**src/rtl/skip_test_pkg.sv**
```systemverilog
package skip_test_pkg;
  localparam int unsigned BYTE_W = 8;
  localparam int unsigned NIB_W  = 4;
  localparam int unsigned IDX_W  = $clog2(NIB_W);

  localparam logic [BYTE_W-1:0] OP_ESCAPE = 8'h33;
  localparam logic [BYTE_W-1:0] OP_CARRY  = 8'h20;
  localparam logic [BYTE_W-1:0] OP_EQUAL  = 8'h21;
  localparam logic [BYTE_W-1:0] OP_TIMER  = 8'h41;

  typedef enum logic [2:0] {
    TK_NONE,
    TK_CARRY,
    TK_EQUAL,
    TK_GZERO,
    TK_GBIT,
    TK_MBIT,
    TK_TIMER
  } test_kind_e;

  typedef struct packed {
    test_kind_e       kind;
    logic [IDX_W-1:0] bit_idx;
    logic             is_escape;
  } decoded_t;

  // bit codes: 0x01, 0x11, 0x03, 0x13 -> index {b[1], b[4]}
  function automatic logic is_bit_code(input logic [BYTE_W-1:0] b);
    return (b[7:5] == 3'b000) && (b[3:2] == 2'b00) && b[0];
  endfunction
endpackage

```
**src/rtl/skip_decode.sv**
```systemverilog
module skip_decode
  import skip_test_pkg::*;
(
  input  logic              valid,
  input  logic [BYTE_W-1:0] op,
  input  logic              escaped,
  output decoded_t          dec
);
  logic bitc;
  logic sel_carry, sel_equal, sel_gzero, sel_gbit, sel_mbit, sel_timer, sel_esc;

  always_comb begin
    bitc      = is_bit_code(op);
    sel_esc   = valid && !escaped && (op == OP_ESCAPE);
    sel_carry = valid && !escaped && (op == OP_CARRY);
    sel_equal = valid && !escaped && (op == OP_EQUAL);
    sel_timer = valid && !escaped && (op == OP_TIMER);
    sel_mbit  = valid && !escaped && bitc;
    sel_gzero = valid &&  escaped && (op == OP_EQUAL);
    sel_gbit  = valid &&  escaped && bitc;

    dec.is_escape = sel_esc;
    dec.bit_idx   = {op[1], op[4]};
    if      (sel_carry) dec.kind = TK_CARRY;
    else if (sel_equal) dec.kind = TK_EQUAL;
    else if (sel_gzero) dec.kind = TK_GZERO;
    else if (sel_gbit)  dec.kind = TK_GBIT;
    else if (sel_mbit)  dec.kind = TK_MBIT;
    else if (sel_timer) dec.kind = TK_TIMER;
    else                dec.kind = TK_NONE;
  end

  // at most one test meaning per byte
  always_comb begin
    assert_decode_unique_R10: assert ($onehot0({sel_carry, sel_equal, sel_gzero,
                                                sel_gbit, sel_mbit, sel_timer, sel_esc}));
  end
endmodule

```
**src/rtl/skip_timer_flag.sv**
```systemverilog
module skip_timer_flag (
  input  logic clk,
  input  logic rst,
  input  logic carry_pulse,
  input  logic consume,
  output logic flag
);
  logic flag_q;

  always_ff @(posedge clk) begin
    if (rst)              flag_q <= 1'b0;
    else if (carry_pulse) flag_q <= 1'b1;
    else if (consume)     flag_q <= 1'b0;
  end

  assign flag = flag_q;

  // a pulse always leaves the flag set, even while it is being consumed
  assert_flag_sets_R8: assert property (@(posedge clk) disable iff (rst)
    carry_pulse |=> flag_q);
  // consuming without a new pulse clears it
  assert_flag_clears_R7: assert property (@(posedge clk) disable iff (rst)
    (consume && !carry_pulse) |=> !flag_q);
endmodule

```
**src/rtl/skip_cond.sv**
```systemverilog
module skip_cond
  import skip_test_pkg::*;
#(
  parameter int unsigned W = NIB_W
) (
  input  decoded_t          dec,
  input  logic              carry,
  input  logic [W-1:0]      acc,
  input  logic [W-1:0]      mem,
  input  logic [W-1:0]      gport,
  input  logic              timer_flag,
  output logic              take
);
  always_comb begin
    unique case (dec.kind)
      TK_CARRY: take = carry;
      TK_EQUAL: take = (acc == mem);
      TK_GZERO: take = (gport == '0);
      TK_GBIT:  take = !gport[dec.bit_idx];
      TK_MBIT:  take = !mem[dec.bit_idx];
      TK_TIMER: take = timer_flag;
      default:  take = 1'b0;
    endcase
  end
endmodule

```
**src/rtl/skip_test_eval.sv**
```systemverilog
module skip_test_eval
  import skip_test_pkg::*;
(
  input  logic              clk,
  input  logic              rst,
  input  logic              instr_valid,
  input  logic [BYTE_W-1:0] instr_byte,
  input  logic              carry_in,
  input  logic [NIB_W-1:0]  acc,
  input  logic [NIB_W-1:0]  mem_nib,
  input  logic [NIB_W-1:0]  port_g,
  input  logic              tb_carry,
  output logic              skip_req
);
  decoded_t dec;
  logic     escape_q;
  logic     skip_q;
  logic     timer_flag;
  logic     take;

  skip_decode u_dec (
    .valid   (instr_valid),
    .op      (instr_byte),
    .escaped (escape_q),
    .dec     (dec)
  );

  skip_timer_flag u_tmr (
    .clk         (clk),
    .rst         (rst),
    .carry_pulse (tb_carry),
    .consume     (dec.kind == TK_TIMER),
    .flag        (timer_flag)
  );

  skip_cond #(.W(NIB_W)) u_cond (
    .dec        (dec),
    .carry      (carry_in),
    .acc        (acc),
    .mem        (mem_nib),
    .gport      (port_g),
    .timer_flag (timer_flag),
    .take       (take)
  );

  always_ff @(posedge clk) begin
    if (rst) begin
      escape_q <= 1'b0;
      skip_q   <= 1'b0;
    end else begin
      if (instr_valid) escape_q <= dec.is_escape;
      skip_q <= take;
    end
  end

  assign skip_req = skip_q;

  // the escape byte itself never yields a skip
  assert_escape_quiet_R9: assert property (@(posedge clk) disable iff (rst)
    escape_q |-> !skip_q);
  // a skip always traces back to a presented byte
  assert_skip_needs_byte_R10: assert property (@(posedge clk) disable iff (rst)
    skip_q |-> $past(instr_valid));
  // a nonzero port never passes the all-zero test
  assert_gzero_R4: assert property (@(posedge clk) disable iff (rst)
    (instr_valid && escape_q && instr_byte == OP_EQUAL && port_g != '0) |=> !skip_q);
  // idle cycles keep a pending escape
  assert_escape_hold_R9: assert property (@(posedge clk) disable iff (rst)
    (escape_q && !instr_valid) |=> escape_q);
endmodule

```
**config.mk**
```make
export PLATFORM = sky130hd
export DESIGN_NAME = skip_test_eval
export DESIGN_NICKNAME = d
export VERILOG_FILES = /design/src/rtl/skip_test_pkg.sv /design/src/rtl/skip_decode.sv /design/src/rtl/skip_timer_flag.sv /design/src/rtl/skip_cond.sv /design/src/rtl/skip_test_eval.sv
export SDC_FILE = /design/constraint.sdc
export NUM_CORES = 1
export LEC_CHECK = 0
export ABC_AREA = 1
export BUFFER_PORTS_ARGS = -buffer_cell sky130_fd_sc_hd__buf_4
export CORE_AREA = 3 3 40 42
export CTS_BUF_LIST = sky130_fd_sc_hd__clkbuf_16
export CTS_CLUSTER_SIZE = 12
export DETAILED_ROUTE_END_ITERATION = 6
export DIE_AREA = 0 0 43 45
export GPL_TIMING_DRIVEN = 0
export HOLD_SLACK_MARGIN = 0.12
export PLACE_DENSITY = 0.7
export SETUP_SLACK_MARGIN = 0.3
export SYNTH_ARGS = -nofsm -noshare
export SYNTH_HDL_FRONTEND = slang
export SYNTH_SLANG_ARGS = --single-unit
```
**constraint.sdc**
```tcl
create_clock -name clk -period 3.9 [get_ports clk]
set_input_delay 0.78 -clock clk [delete_from_list [all_inputs] [get_ports clk]]
set_output_delay 0.78 -clock clk [all_outputs]
set_load 0.05 [all_outputs]
```
## Word-level counts from Yosys, hierarchy flattened

Index checks and enable logic that the tools add are counted.

| word-level totals | value |
|---|---|
| output and inout bits | 1 |
| input bits | 25 |
| flip-flop bits (word level) | 3 |

| cells by class | value |
|---|---|
| reduce and logical (&&, ||, !) cells | 18 |
| multiplexer cells | 13 |
| equal/unequal tests | 11 |
| $lt $le $gt $ge | 1 |

Operators with widths:

| kind | number |
|---|---|
| $eq A8 B6 Y1 const B | 3 |
| $mux W3 | 6 |
| $logic_and A1 B1 Y1 | 11 |
| $eq A3 B3 Y1 const B | 3 |
| $eq A8 B7 Y1 const B | 1 |
| $eq A3 B2 Y1 const B | 2 |
| $pmux W1 S6 | 1 |
| $bmux W1 S2 | 2 |
| $eq A4 B4 Y1 | 1 |
| $logic_not A4 Y1 | 1 |
| $mux W1 | 4 |
| $eq A3 B1 Y1 const B | 1 |
| $logic_not A1 Y1 | 3 |
| $logic_not A3 Y1 | 1 |
| $lt A2 B3 Y1 const B | 1 |
| $logic_not A2 Y1 | 1 |
| $reduce_bool A2 Y1 | 1 |

## Longest topological paths before layout

Gate-level depths: netlist of run 1.

| depth | value |
|---|---|
| word-level depth | 12 |
| depth in mapped cells | 12 |
| gate-level depth less buffers | 12 |

## Hierarchy

From an unflattened synthesis of run 1, not the netlist that was laid out.

| unflattened totals | value |
|---|---|
| cell total of the unflattened synthesis | 123 |
| area total of the unflattened synthesis | 589.3 um^2 |

Modules (own cells, without submodules):

| module | cells each | instances | area an instance (um^2) | sequential area each (um^2) |
|---|---|---|---|---|
| skip_cond | 64 | 1 | 255.2 | 0.0 |
| skip_decode | 42 | 1 | 214.0 | 0.0 |
| skip_test_eval | 12 | 1 | 80.1 | 40.0 |
| skip_timer_flag | 5 | 1 | 40.0 | 20.0 |

## Worst setup path after synthesis of run 1

Ideal clock, no wire load.

| path | value |
|---|---|
| kind | in2reg |
| from | input port instr_byte[1] |
| to | register skip_q, in the netlist skip_req |
| arrival | 1602 ps |
| library setup time | 109 ps |
| data required time | 3791 ps |
| stages on the path | 12 |
| slack | 2189 ps |
| cell sequence | inv_2 -> nand2_1 -> nor2_1 -> nand3_4 -> nand2_1 -> nor2_2 -> nand3_1 -> nand2_1 -> nand2_1 -> nand3_1 -> nand2_1 -> inv_1 |

| on the way | value |
|---|---|
| longest elaborated chain between the ends | 10 |
| elaborated cells between the ends (all ways) | 26 |

RTL lines:

| what | RTL line | RTL |
|---|---|---|
| start: declaration | skip_test_eval.sv:7 | `input logic [BYTE_W-1:0] instr_byte,` |
| $eq A8 B7 Y1 | skip_decode.sv:17 | `sel_timer = valid && !escaped && (op == OP_TIMER);` |
| $logic_and A1 B1 Y1 | skip_decode.sv:17 |  |
| $mux W3 | skip_decode.sv:29 | `else if (sel_timer) dec.kind = TK_TIMER;` |
| $mux W3 | skip_decode.sv:28 | `else if (sel_mbit) dec.kind = TK_MBIT;` |
| $mux W3 | skip_decode.sv:27 | `else if (sel_gbit) dec.kind = TK_GBIT;` |
| $mux W3 | skip_decode.sv:26 | `else if (sel_gzero) dec.kind = TK_GZERO;` |
| $mux W3 | skip_decode.sv:25 | `else if (sel_equal) dec.kind = TK_EQUAL;` |
| $mux W3 | skip_decode.sv:24 | `if (sel_carry) dec.kind = TK_CARRY;` |
| $eq A3 B3 Y1 (tied with other cells) | skip_cond.sv:15 | `unique case (dec.kind)` |
| $pmux W1 S6 (*) | skip_cond.sv:15 |  |
| end signal: assignment | skip_test_eval.sv:52 | `skip_q <= take;` |
| end: declaration | skip_test_eval.sv:17 | `logic skip_q;` |

Every way passes the cells marked *; elsewhere a longest branch is shown, timed or not. The select of a mux whose other input is x is not followed.
A chain may end at the register's enable or synchronous reset.

## Worst setup path in the final report of run 1

Ends and elaborated chain as after synthesis.

==> metrics.md, run 1 <==
| Metric | Value |
|---|---|
| Status | finished, final reports clean |
| Peak VDD IR | ~280 uV |
| Area delta synth->final | 54.3% |
| Yosys warning total | 0 |
| CP max FO | 5 |
| CTS tree | done |
| Syn avg cell area | 5.84 um^2 |
| Leak | 0.444 nW |
| Final core occ | 0.631 |
| Final Net Count | 145 |
| Actual slew at the worst max-slew pin | roughly 0.27 ns |
| First-pass GRT wire length | approximately 2400 um |
| Core footprint | around 1300 um^2 |
| #FFs+latches synth | 3 |
| Fin area | between 800 and 900 um^2 |
| Synth Instances | 90 |
| Num ports | 26 |
| Placed cell area | 732 um^2 |
| Clock latency on the worst-skew pair | between 0.2 and 0.25 ns |
| Layout filler cell count | between 100 and 150 |
| Syn Nets | between 100 and 150 |
| CTS Sinks | 3 |
| Final Cycle Share | 0.452 |
| Via density | approximately 4.8 |
| Die ar. | 1940 um^2 |
| Max Slew Vio Count | 0 |
| Pwr Density | 299 nW/um^2 |
| H-tree depth | 1 |
| # Post-CTS Setup Buffers | 0 |
| Final Total Pwr | ~240 uW |
| CP Launch Type | input pin |
| Initial DRC Count | 12 |
| Final WS setup | approximately 2.1 ns |
| Fmax achieved | 567 MHz |
| Largest net degree at the start of global routing | 8 |
| Multi-input gate area | 402 um^2 |
| DR WL/cell | 10.9 um |
| Final Instance Count excl. Fillers | between 100 and 150 |
| Die width | between 40 and 50 um |
| Initial Utilization | 0.409 |
| Hpwl dp | 1150 um |
| Die H | 45 um |
| Ant diodes | 0 |
| Row Count | 13 |
| Max_cap viols | 0 |
| Hold WS | 0.551 ns |
| Worst Hold Class | flop to flop |
| Via count | approximately 650 |
| Distinct cells, synth | 19 |
| CTS clock-pin slew for the worst setup and hold paths | 0.03 ns |
| CTS Buf Count | 3 |
| Post-Route WL | 1450 um |
| Setup TNS | 0 ns |
| DRC viols | 0 |
| Met1 WL | 542 um |
| Crit path kind | input pin to flop |
| RSZ-0062 raised after global routing | no |
| Register area share after synthesis | 0.114 |
| Hold-fix buffer count after cts | 0 |
| Grt ovf | 0 |
| Min Tclk post-route | 1.76 ns |
| Share of cells above drive strength 1 | 0.387 |
| Placed cells | 130 |
| Final setup viols | 0 |
| Met3 routed WL | 136 um |
| Final ANT Viol Nets | 0 |
| GPL Wtd Cong | 0.725 |
| Post-Syn Area | 526 um^2 |
| Global Route Usage Sum | 0.167 |
| Register area | between 60 and 70 um^2 |
| Port Buffers | 25 |
| Initial antenna violation count | 0 |
| Max_slew headroom | 0.819 |
| Dpl ws | a little under 2 ns |
| Routed length on met2 | 753 um |
| Detailed Routing Iterations Pass 1 | 4 |
| Root Buffer | clkbuf_16 |
| Setup crit end kind | flop |
| Clk buf depth | 2 |
| Vias in the first global route | between 500 and 600 |
| WP data required | 4.02 ns |
| Skew final | 0.00175 ns |
| CTS resizes | 0 |
| Final hold violations | 0 |
| Highest routed metal layer | met4 |
| Data arrival, critical path | 1.88 ns |
==> synthesized netlist by cell type (all sizes together) <==
cell   instances  area (um^2)
inv           17         63.8
nor2          16         75.1
nand2         20         90.1
or2            1         6.26
o21ai          4         20.0
nand3         15          120
dfxtp          3         60.1
xor2           2         17.5
nor4           1         6.26
a21oi          6         30.0
o22a           1         8.76
nor3           2         10.0
xnor2          2         17.5
==> cell usage in the layout (no fill, tap or decap), types with 2 or more instances in the layout <==
master | Yosys | layout
inv_2 | 5 | 5
inv_1 | 12 | 13
o21ai_0 | 4 | 4
a21oi_1 | 6 | 6
nand3_4 | 2 | 2
nand2_4 | 2 | 2
dfxtp_1 | 3 | 3
nor3_1 | 2 | 2
buf_4 | 0 | 25
nand3_1 | 9 | 9
xor2_1 | 2 | 2
nand2_1 | 18 | 18
nand3_2 | 4 | 4
nor2_1 | 12 | 12
xnor2_1 | 2 | 2
nor2_2 | 3 | 3
clkbuf_16 | 0 | 3
==> path summary, 6_finish.rpt <==
kind	from	endpoint	slack, ns	depth (start not counted)
max	instr_byte[1]	skip_req	2.14	13
min	u_tmr.flag	u_tmr.flag	0.55	2
max reg2reg	escape_q	skip_req	2.51	12
min reg2reg	u_tmr.flag	u_tmr.flag	0.55	2
==> per-layer routing <==
metal	track usage	up-vias
met3	0.0598	4
met5	0	-
li1	-	344
met4	0.0663	0
met2	0.296	26
met1	0.181	272
==> area by class of cell <==
class / count / area share
Multi-Input combinational cell: 70 / 0.495
Timing Repair Buffer: 25 / 0.231
Clock buffer: 3 / 0.0926
Inverter: 17 / 0.0787
Sequential cell: 3 / 0.0741
Tap cell: 15 / 0.0231
Clock inverter: 1 / 0.00463
==> critical path: stages <==
cell     delay (ns)
buf_4          0.12
inv_2          0.09
nand2_1        0.10
nor2_1         0.18
nand3_4        0.14
nand2_1        0.10
nor2_2         0.04
nand3_1        0.05
nand2_1        0.05
nand2_1        0.05
nand3_1        0.08
nand2_1        0.07
inv_1          0.03
==> logic make-up (layout without fill, tap and decap cells) <==
family | count (synthesis) | count (layout) | synth area share
AOI/OAI and AO/OA | 11 | 11 | 0.112
DFF | 3 | 3 | 0.114
and+or+nand+nor | 55 | 55 | 0.586
xor gates and xnor gates | 4 | 4 | 0.0667
buffers and inverters | 17 | 46 | 0.121
==> registers in the layout (all words and copies together) (netlist names) <==
| register | flops |
|---|---|
| u_tmr.flag | 1 |
| skip_req | 1 |
| escape_q | 1 |
==> report_power, final <==
part	switching, mW	internal [mW]	leakage [nW]
combinational	0.0225	0.0248	0.377
sequential	0.000493	0.0317	0.0245
clock	0.0302	0.132	0.0423
total	0.0532	0.189	0.444
(Power assumes the default switching activity.)
==> run 2: changes to the inputs <==
--- a/config.mk
+++ b/config.mk
@@ -5,7 +5,7 @@
 export SDC_FILE = /design/constraint.sdc
 export NUM_CORES = 1
 export LEC_CHECK = 0
-export ABC_AREA = 1
+export ABC_AREA = 0
 export BUFFER_PORTS_ARGS = -buffer_cell sky130_fd_sc_hd__buf_4
 export CORE_AREA = 3 3 40 42
 export CTS_BUF_LIST = sky130_fd_sc_hd__clkbuf_16
@@ -14,7 +14,6 @@
 export DIE_AREA = 0 0 43 45
 export GPL_TIMING_DRIVEN = 0
 export HOLD_SLACK_MARGIN = 0.12
-export PLACE_DENSITY = 0.7
 export SETUP_SLACK_MARGIN = 0.3
 export SYNTH_ARGS = -nofsm -noshare
 export SYNTH_HDL_FRONTEND = slang
==> constraint.sdc (replaced) <==
create_clock -name clk -period 1.65 [get_ports clk]
set_input_delay 0.33 -clock clk [delete_from_list [all_inputs] [get_ports clk]]
set_output_delay 0.33 -clock clk [all_outputs]
set_load 0.05 [all_outputs]
==> run 2 against run 1 <==
  * Final cell count is 30% lower
  * Clock skew is 0.00051 ns lower
  * Combinational power rose by 120%
  * Area after synthesis decreased by 21%
  * Global-route usage shrank 2.8 points
  * Via count decreased by 21%
  * Sequential share of layout area up 0.81 points
  * Power rose by 130%
  * Routed wire length fell by 16%
  * Utilization decreased by 5.1 points
  * Synthesized cell count shrank 49%
  * Final area fell by 8.0%
  * Critical path type unchanged
==> metrics.md, run 2 <==
| Metric | Value |
|---|---|
| Peak VDD IR | 334 uV (+21%) |
| Max Slew Vio Count | 0 (unchanged) |
| Core footprint | 1280 um^2 (unchanged) |
| Post-Route WL | 1220 um (-16%) |
| Hold-fix buffer count after cts | 0 (unchanged) |
| DR WL/cell | 12.9 um (+19%) |
| Final Net Count | 105 (-28%) |
| Die H | 45 um (unchanged) |
| Via count | 508 (-21%) |
| Met2 usage | 0.213 (-0.0838) |
| Post-synth EDFFs | 0 (unchanged) |
| Slowest cell on crit path | nor4b_4 |
| CTS Buf Count | 3 (unchanged) |
| Synth Instances | 46 (-49%) |
| Fin area | 746 um^2 (-8.0%) |
| Synth Flop Type | dfxtp_1 |
| #FFs+latches synth | 3 (unchanged) |
| CTS clock-pin slew for the worst setup and hold paths | 0.03 ns (about the same) |
| Initial Utilization | 0.324 (-0.0847) |
| Share of cells above drive strength 1 | 0.532 (+0.145) |
| Root Buffer | clkbuf_16 |
| CP max FO | 4 (-1) |
| DRC viols | 0 (unchanged) |
| Most frequent cells in the layout | 27 x buf_4, 5 x nor2_1, 4 x xor2_1 |
| Sw Pwr | 112 uW (+110%) |
| Clk buf depth | 2 (unchanged) |
| Internal power | 454 uW (+140%) |
| Num ports | 26 (unchanged) |
| Commonest non-fill, non-tap cell in the layout | buf_4 |
| RSZ-0062 raised after global routing | yes |
| Skew final | 0.00123 ns (-0.000513 ns) |
| Reg2reg setup slack | 0.18 ns (-2.33 ns) |
| CP Cell Sequence | buf_6 > nor4b_4 > buf_4 > o211ai_1 > a21bo_2 > and3b_1 > o21a_1 |
| Row Count | 13 (unchanged) |
| Die ar. | 1940 um^2 (unchanged) |
| CTS tree | done |
| Pwr Density | 760 nW/um^2 (+150%) |
| Clock power frac | 0.679 (+0.007) |
| Syn avg cell area | 9.06 um^2 (+55%) |
| GR Layer Usage met1 | 0.181 (-0.000661) |
| Worst Hold Class | input pin to flop |
| H-tree depth | 1 (unchanged) |
| Top cell type's share of synthesized area | 0.144 (+0.0156) |
| Final Instance Count excl. Fillers | 94 (-30%) |
| Actual slew at the worst max-slew pin | 0.376 ns (+0.105 ns) |
| Area delta synth->final | 79.0% |
| Die width | 43 um (unchanged) |
| Final ANT Viol Nets | 0 (unchanged) |
| CTS Sinks | 3 (unchanged) |
| Port Buffers | 24 (-4.0%) |
| Crit path kind | input pin to flop |
| Register area share after synthesis | 0.144 (+0.0299) |
| Initial DRC Count | 4 (-8) |
| Yosys warning total | 0 (unchanged) |
| Final core occ | 0.580 (-0.0506) |
| Largest net degree at the start of global routing | 8 (unchanged) |
| Clock latency on the worst-skew pair | 0.23 ns (about the same) |
| Placed cell area | 616 um^2 (-16%) |
| Syn Nets | 71 (-38%) |
| GPL Wtd Cong | 0.815 (+12%) |
| Setup crit end kind | flop |
| Final hold violations | 0 (unchanged) |
| Global Route Usage Sum | 0.139 (-0.0278) |
| Final setup viols | 0 (unchanged) |
| Grt ovf | 0 (unchanged) |
| Hold path start | rst |
| WP data required | 1.76 ns (-2.26 ns) |
| Placed cells | 85 (-35%) |
| Final Total Pwr | 567 uW (+130%) |
| Max_slew headroom | 0.749 (-0.0703) |
| Vias in the first global route | 499 (-15%) |
| Most frequent cell after synthesis | nor2_1 |
| Initial antenna violation count | 0 (unchanged) |
| Reg-to-Reg End | skip_req |
| Ant diodes | 0 (unchanged) |
| Area leader, netlist | dfxtp_1 |
| Post-Syn Area | 417 um^2 (-21%) |
| Min-Delay Path Depth | 2 (unchanged) |
| Max_cap viols | 0 (unchanged) |
| R2r worst-path depth | 5 (-7) |
| Reg power frac | 0.135 (+0.002) |
| CP Launch Type | input pin |
| First-pass GRT wire length | 2070 um (-14%) |
| Ranking of synthesized cells by area | dfxtp_1 14%, mux4_2 11%, xor2_1 8.4% |
| Min Tclk post-route | 1.49 ns |
| Largest stage delay on the critical path | 0.29 ns (+0.11 ns) |
| Leak | 0.337 nW (-24%) |
| Status | finished, final reports clean |
| Detailed Routing Iterations Pass 1 | 4 (unchanged) |
| Final Cycle Share | 0.904 |
| Global routing's busiest layer | met2 |
| Sw Ratio | 0.198 (-0.0215) |
| Asr flop ratio synth | 0 (unchanged) |
| Data arrival, critical path | 1.61 ns (-0.27 ns) |
| M3 GR Usage | 0.0478 (-0.0120) |
| Combinational group share of total power | 0.187 (-0.008) |
| FF-to-FF Start | escape_q |
| Distinct cells, synth | 29 (+10) |
| Via density | 5.40 (+12%) |
| Hold path endpoint | escape_q |
| Hpwl dp | 902 um (-22%) |
| Fmax achieved | 670 MHz |
| Post-synth top cells | 5 x nor2_1, 4 x xor2_1, 3 x dfxtp_1 |
==> run 2: cell types whose count changed after synthesis, sizes merged, moves of 3 or more <==
| cell | before | now |
|---|---|---|
| nand3 | 15 | 1 |
| nand2 | 20 | 2 |
| nor2 | 16 | 5 |
| a21oi | 6 | 2 |
| o21ai | 4 | 0 |
| inv | 17 | 2 |
| nand4 | 0 | 3 |
==> run 2: power groups by stage <==
| stage | Sequential (mW) | Clock, mW | Combinational (mW) |
|---|---|---|---|
| finish | 0.0762 | 0.385 | 0.106 |
| CTS | 0.0762 | 0.393 | 0.104 |
| global route | 0.0764 | 0.405 | 0.116 |
| global placement | 0.0772 | 0 | 0.0987 |
| floorplan | 0.0773 | 0 | 0.0388 |
| detailed placement | 0.0771 | 0 | 0.0995 |
==> run 2: cells by family after synthesis <==
family          share of synthesized area
compound gates                      0.219
xor+xnor                           0.0841
buf+inv                            0.0300
flops                               0.144
mux                                 0.108
simple gates                        0.414
==> run 2: metrics by stage <==
step	hold slack, ns	setup TNS (ns)	setup slack, ns
after CTS	0.288	0	0.134
after floorplan	0.402	0	0.0710
after global routing	0.287	0	0.0750
after detailed placement	0.503	-0.165	-0.165
after global placement	0.492	-0.149	-0.149
final	0.284	0	0.158
==> run 2: critical path, delay by kind of cell <==
kind / cells / cell delay [ns]
AND/OR/NAND/NOR: 2 / 0.45
buffers and inverters: 2 / 0.26
AO/OA/AOI/OAI: 3 / 0.55
==> run 2: per-layer routing <==
| layer | routed length (um) | vias to the layer above |
|---|---|---|
| met5 | 0 | - |
| met2 | 543 | 29 |
| met1 | 510 | 229 |
| li1 | - | 247 |
| met4 | 22 | 0 |
| met3 | 139 | 3 |
==> run 2: worst max-delay path by stage <==
stage	slack (ns)	cells after the start	from	to
after floorplan	0.07	5	instr_byte[7]	skip_req
after global placement	-0.15	6	instr_byte[7]	skip_req
after detailed placement	-0.16	6	instr_byte[7]	skip_req
after CTS	0.13	7	instr_byte[2]	skip_req
after global routing	0.08	7	instr_byte[2]	skip_req
final	0.16	7	instr_byte[2]	skip_req
==> run 2: final cells by class <==
class	instances	area (um^2)
multi-input combinational	40	349
timing repair buffer	29	225
inverter	2	7.51
buffer	1	5.00
clock buffer	3	75.1
clock inverter	1	3.75
fill	125	539
sequential	3	61.3
tap	15	18.8
==> run 2: timing repair <==
| item | in CTS | in global routing |
|---|---|---|
| buffers inserted | 4 | 1 |
| pin swaps | 8 | 5 |
| endpoints found under the setup margin | 1 | 1 |
| resized for setup | 3 | 1 |
==> run 3: changes to the inputs <==
--- a/config.mk
+++ b/config.mk
@@ -14,7 +14,6 @@
 export DIE_AREA = 0 0 43 45
 export GPL_TIMING_DRIVEN = 0
 export HOLD_SLACK_MARGIN = 0.12
-export SETUP_SLACK_MARGIN = 0.3
 export SYNTH_ARGS = -nofsm -noshare
 export SYNTH_HDL_FRONTEND = slang
 export SYNTH_SLANG_ARGS = --single-unit
==> run 3 against run 2 <==
  * Maximum frequency shrank 4.1%
  * Clock skew up 0.0017 ns
  * Utilization shrank 2.8 points
  * Setup slack worse by 0.064 ns
  * Critical path type unchanged
  * Routed wire length fell by 7.6%
  * Global-route usage down 2.2 points
  * Via count shrank 7.3%
  * Sequential power barely moved
  * Combinational power shrank 6%
  * Die area unchanged
  * Worst hold slack better by 0.0067 ns
  * Count of clock-buffer cells in the layout did not move
==> metrics.md, run 3 (synthesis gave the netlist of run 2 again) <==
| Metric | Value |
|---|---|
| Status | finished, final reports clean |
| Root Buffer | clkbuf_16 |
| CP Buf/Inv Count | 1 (-1) |
| CP max FO | 5 (+1) |
| Setup crit end kind | flop |
| Final ANT Viol Nets | 0 (unchanged) |
| Leak | 0.316 nW (-6.1%) |
| CTS Sinks | 3 (unchanged) |
| Peak VDD IR | 323 uV (-3.4%) |
| Fin area | 709 um^2 (-4.9%) |
| Actual slew at the worst max-slew pin | 0.394 ns (+0.0180 ns) |
| Max Slew Vio Count | 0 (unchanged) |
| Final Net Count | 102 (-2.9%) |
| GPL Wtd Cong | 0.865 (+6.1%) |
| Skew final | 0.00292 ns (+0.00169 ns) |
| Row Count | 13 (unchanged) |
| Area delta synth->final | 70.3% |
| Via density | 5.18 (-4.2%) |
| Fmax achieved | 643 MHz (-4.1%) |
| Via count | 471 (-7.3%) |
| Hold-fix buffer count after cts | 0 (unchanged) |
| Dpl ws | -0.161 ns (+0.00369 ns) |
| Share of cells above drive strength 1 | 0.487 (-0.0448) |
| Commonest non-fill, non-tap cell in the layout | buf_4 |
| Max_cap viols | 0 (unchanged) |
| Post-Route WL | 1120 um (-7.6%) |
| Grt ovf | 0 (unchanged) |
| Die width | 43 um (unchanged) |
| CP Launch Type | input pin |
| Num ports | 26 (unchanged) |
| Most frequent cells in the layout | 26 x buf_4, 5 x nor2_1, 4 x xor2_1 |
| Final Total Pwr | 560 uW (-1.1%) |
| Placed cells | 85 (unchanged) |
| Final core occ | 0.552 (-0.0282) |
| Largest net degree at the start of global routing | 8 (unchanged) |
| Core footprint | 1280 um^2 (unchanged) |
| Hold WS | 0.290 ns (+0.00668 ns) |
| Slowest cell on crit path | nor4b_4 |
| First-pass GRT wire length | 1750 um (-16%) |
| Crit path kind | input pin to flop |
| Initial DRC Count | 5 (+1) |
| Largest delay share family, worst path | compound AO/OA/AOI/OAI gates |
| CTS tree | done |
| Detailed Routing Iterations Pass 1 | 4 (unchanged) |
| Ant diodes | 0 (unchanged) |
| DRC viols | 0 (unchanged) |
| CP Cell Sequence | buf_4 > nor4b_4 > o211ai_1 > a211o_1 > a41oi_2 > o21a_1 |
| Vias in the first global route | 425 (-15%) |
| Final Instance Count excl. Fillers | 91 (-3.2%) |
| Port Buffers | 24 (unchanged) |
| Min Tclk post-route | 1.56 ns (+0.0638 ns) |
| CTS Buf Count | 3 (unchanged) |
| Setup TNS | 0 ns (unchanged) |
| CTS clock-pin slew for the worst setup and hold paths | 0.03 ns (about the same) |
| Clock latency on the worst-skew pair | 0.22 ns (about the same) |
| Final Cycle Share | 0.943 (+0.0387) |
| Hpwl dp | 863 um (-4.4%) |
| Placed cell area | 616 um^2 (unchanged) |
| Final hold violations | 0 (unchanged) |
| Die ar. | 1940 um^2 (unchanged) |
| RSZ-0062 raised after global routing | no |
| Final WS setup | 0.0939 ns (-0.0638 ns) |
| Clk buf depth | 2 (unchanged) |
| Initial antenna violation count | 0 (unchanged) |
| Worst Hold Class | input pin to flop |
| H-tree depth | 1 (unchanged) |
| Largest stage delay on the critical path | 0.38 ns (+0.09 ns) |
| Pwr Density | 790 nW/um^2 (+4.0%) |
| DR WL/cell | 12.3 um (-4.5%) |
| Data arrival, critical path | 1.72 ns (+0.11 ns) |
| Final setup viols | 0 (unchanged) |
| Die H | 45 um (unchanged) |
| Global Route Usage Sum | 0.117 (-0.0216) |
| Initial Utilization | 0.324 (unchanged) |
| Max_slew headroom | 0.736 (-0.0121) |
| WP data required | 1.82 ns (+0.06 ns) |
run 3: layout make-up:
type	instances	area [um^2]
Fill cell	115	576
Clock buffer	3	75.1
Clock inverter	1	3.75
Timing Repair Buffer	26	195
Sequential cell	3	60.1
Inverter	2	7.51
Multi-Input combinational cell	40	344
Buffer	1	5.00
Tap cell	15	18.8
run 3: worst paths after layout:
check / start / to / slack [ns] / cells past startpoint
min reg2reg: u_tmr.flag / u_tmr.flag / 0.50 / 2
min: rst / u_tmr.flag / 0.29 / 2
max reg2reg: escape_q / skip_req / 0.14 / 5
max: instr_byte[2] / skip_req / 0.09 / 6
run 3: worst reg2reg max path: cells and delay by family (launching register included):
kind	cells	cell delay [ns]
compound gates	3	0.74
flops	1	0.36
simple gates	2	0.35
run 3: power by group:
part	switching (mW)	total, mW	internal [mW]
Clock	0.0712	0.384	0.313
Sequential	0.00117	0.0762	0.0750
Combinational	0.0384	0.100	0.0617
run 3: routing by layer:
metal | vias to the layer above | GRT usage | part of all wire
met5 | - | 0 | 0
met4 | 0 | 0.0542 | 0.0098
met3 | 2 | 0.0319 | 0.083
met2 | 19 | 0.177 | 0.45
met1 | 206 | 0.157 | 0.45
li1 | 244 | - | -
run 3: what timing repair did:
item / in CTS / in global routing
setup buffers: 0 / 2
resized for setup: 0 / 0
endpoints found under the setup margin: 0 / 1
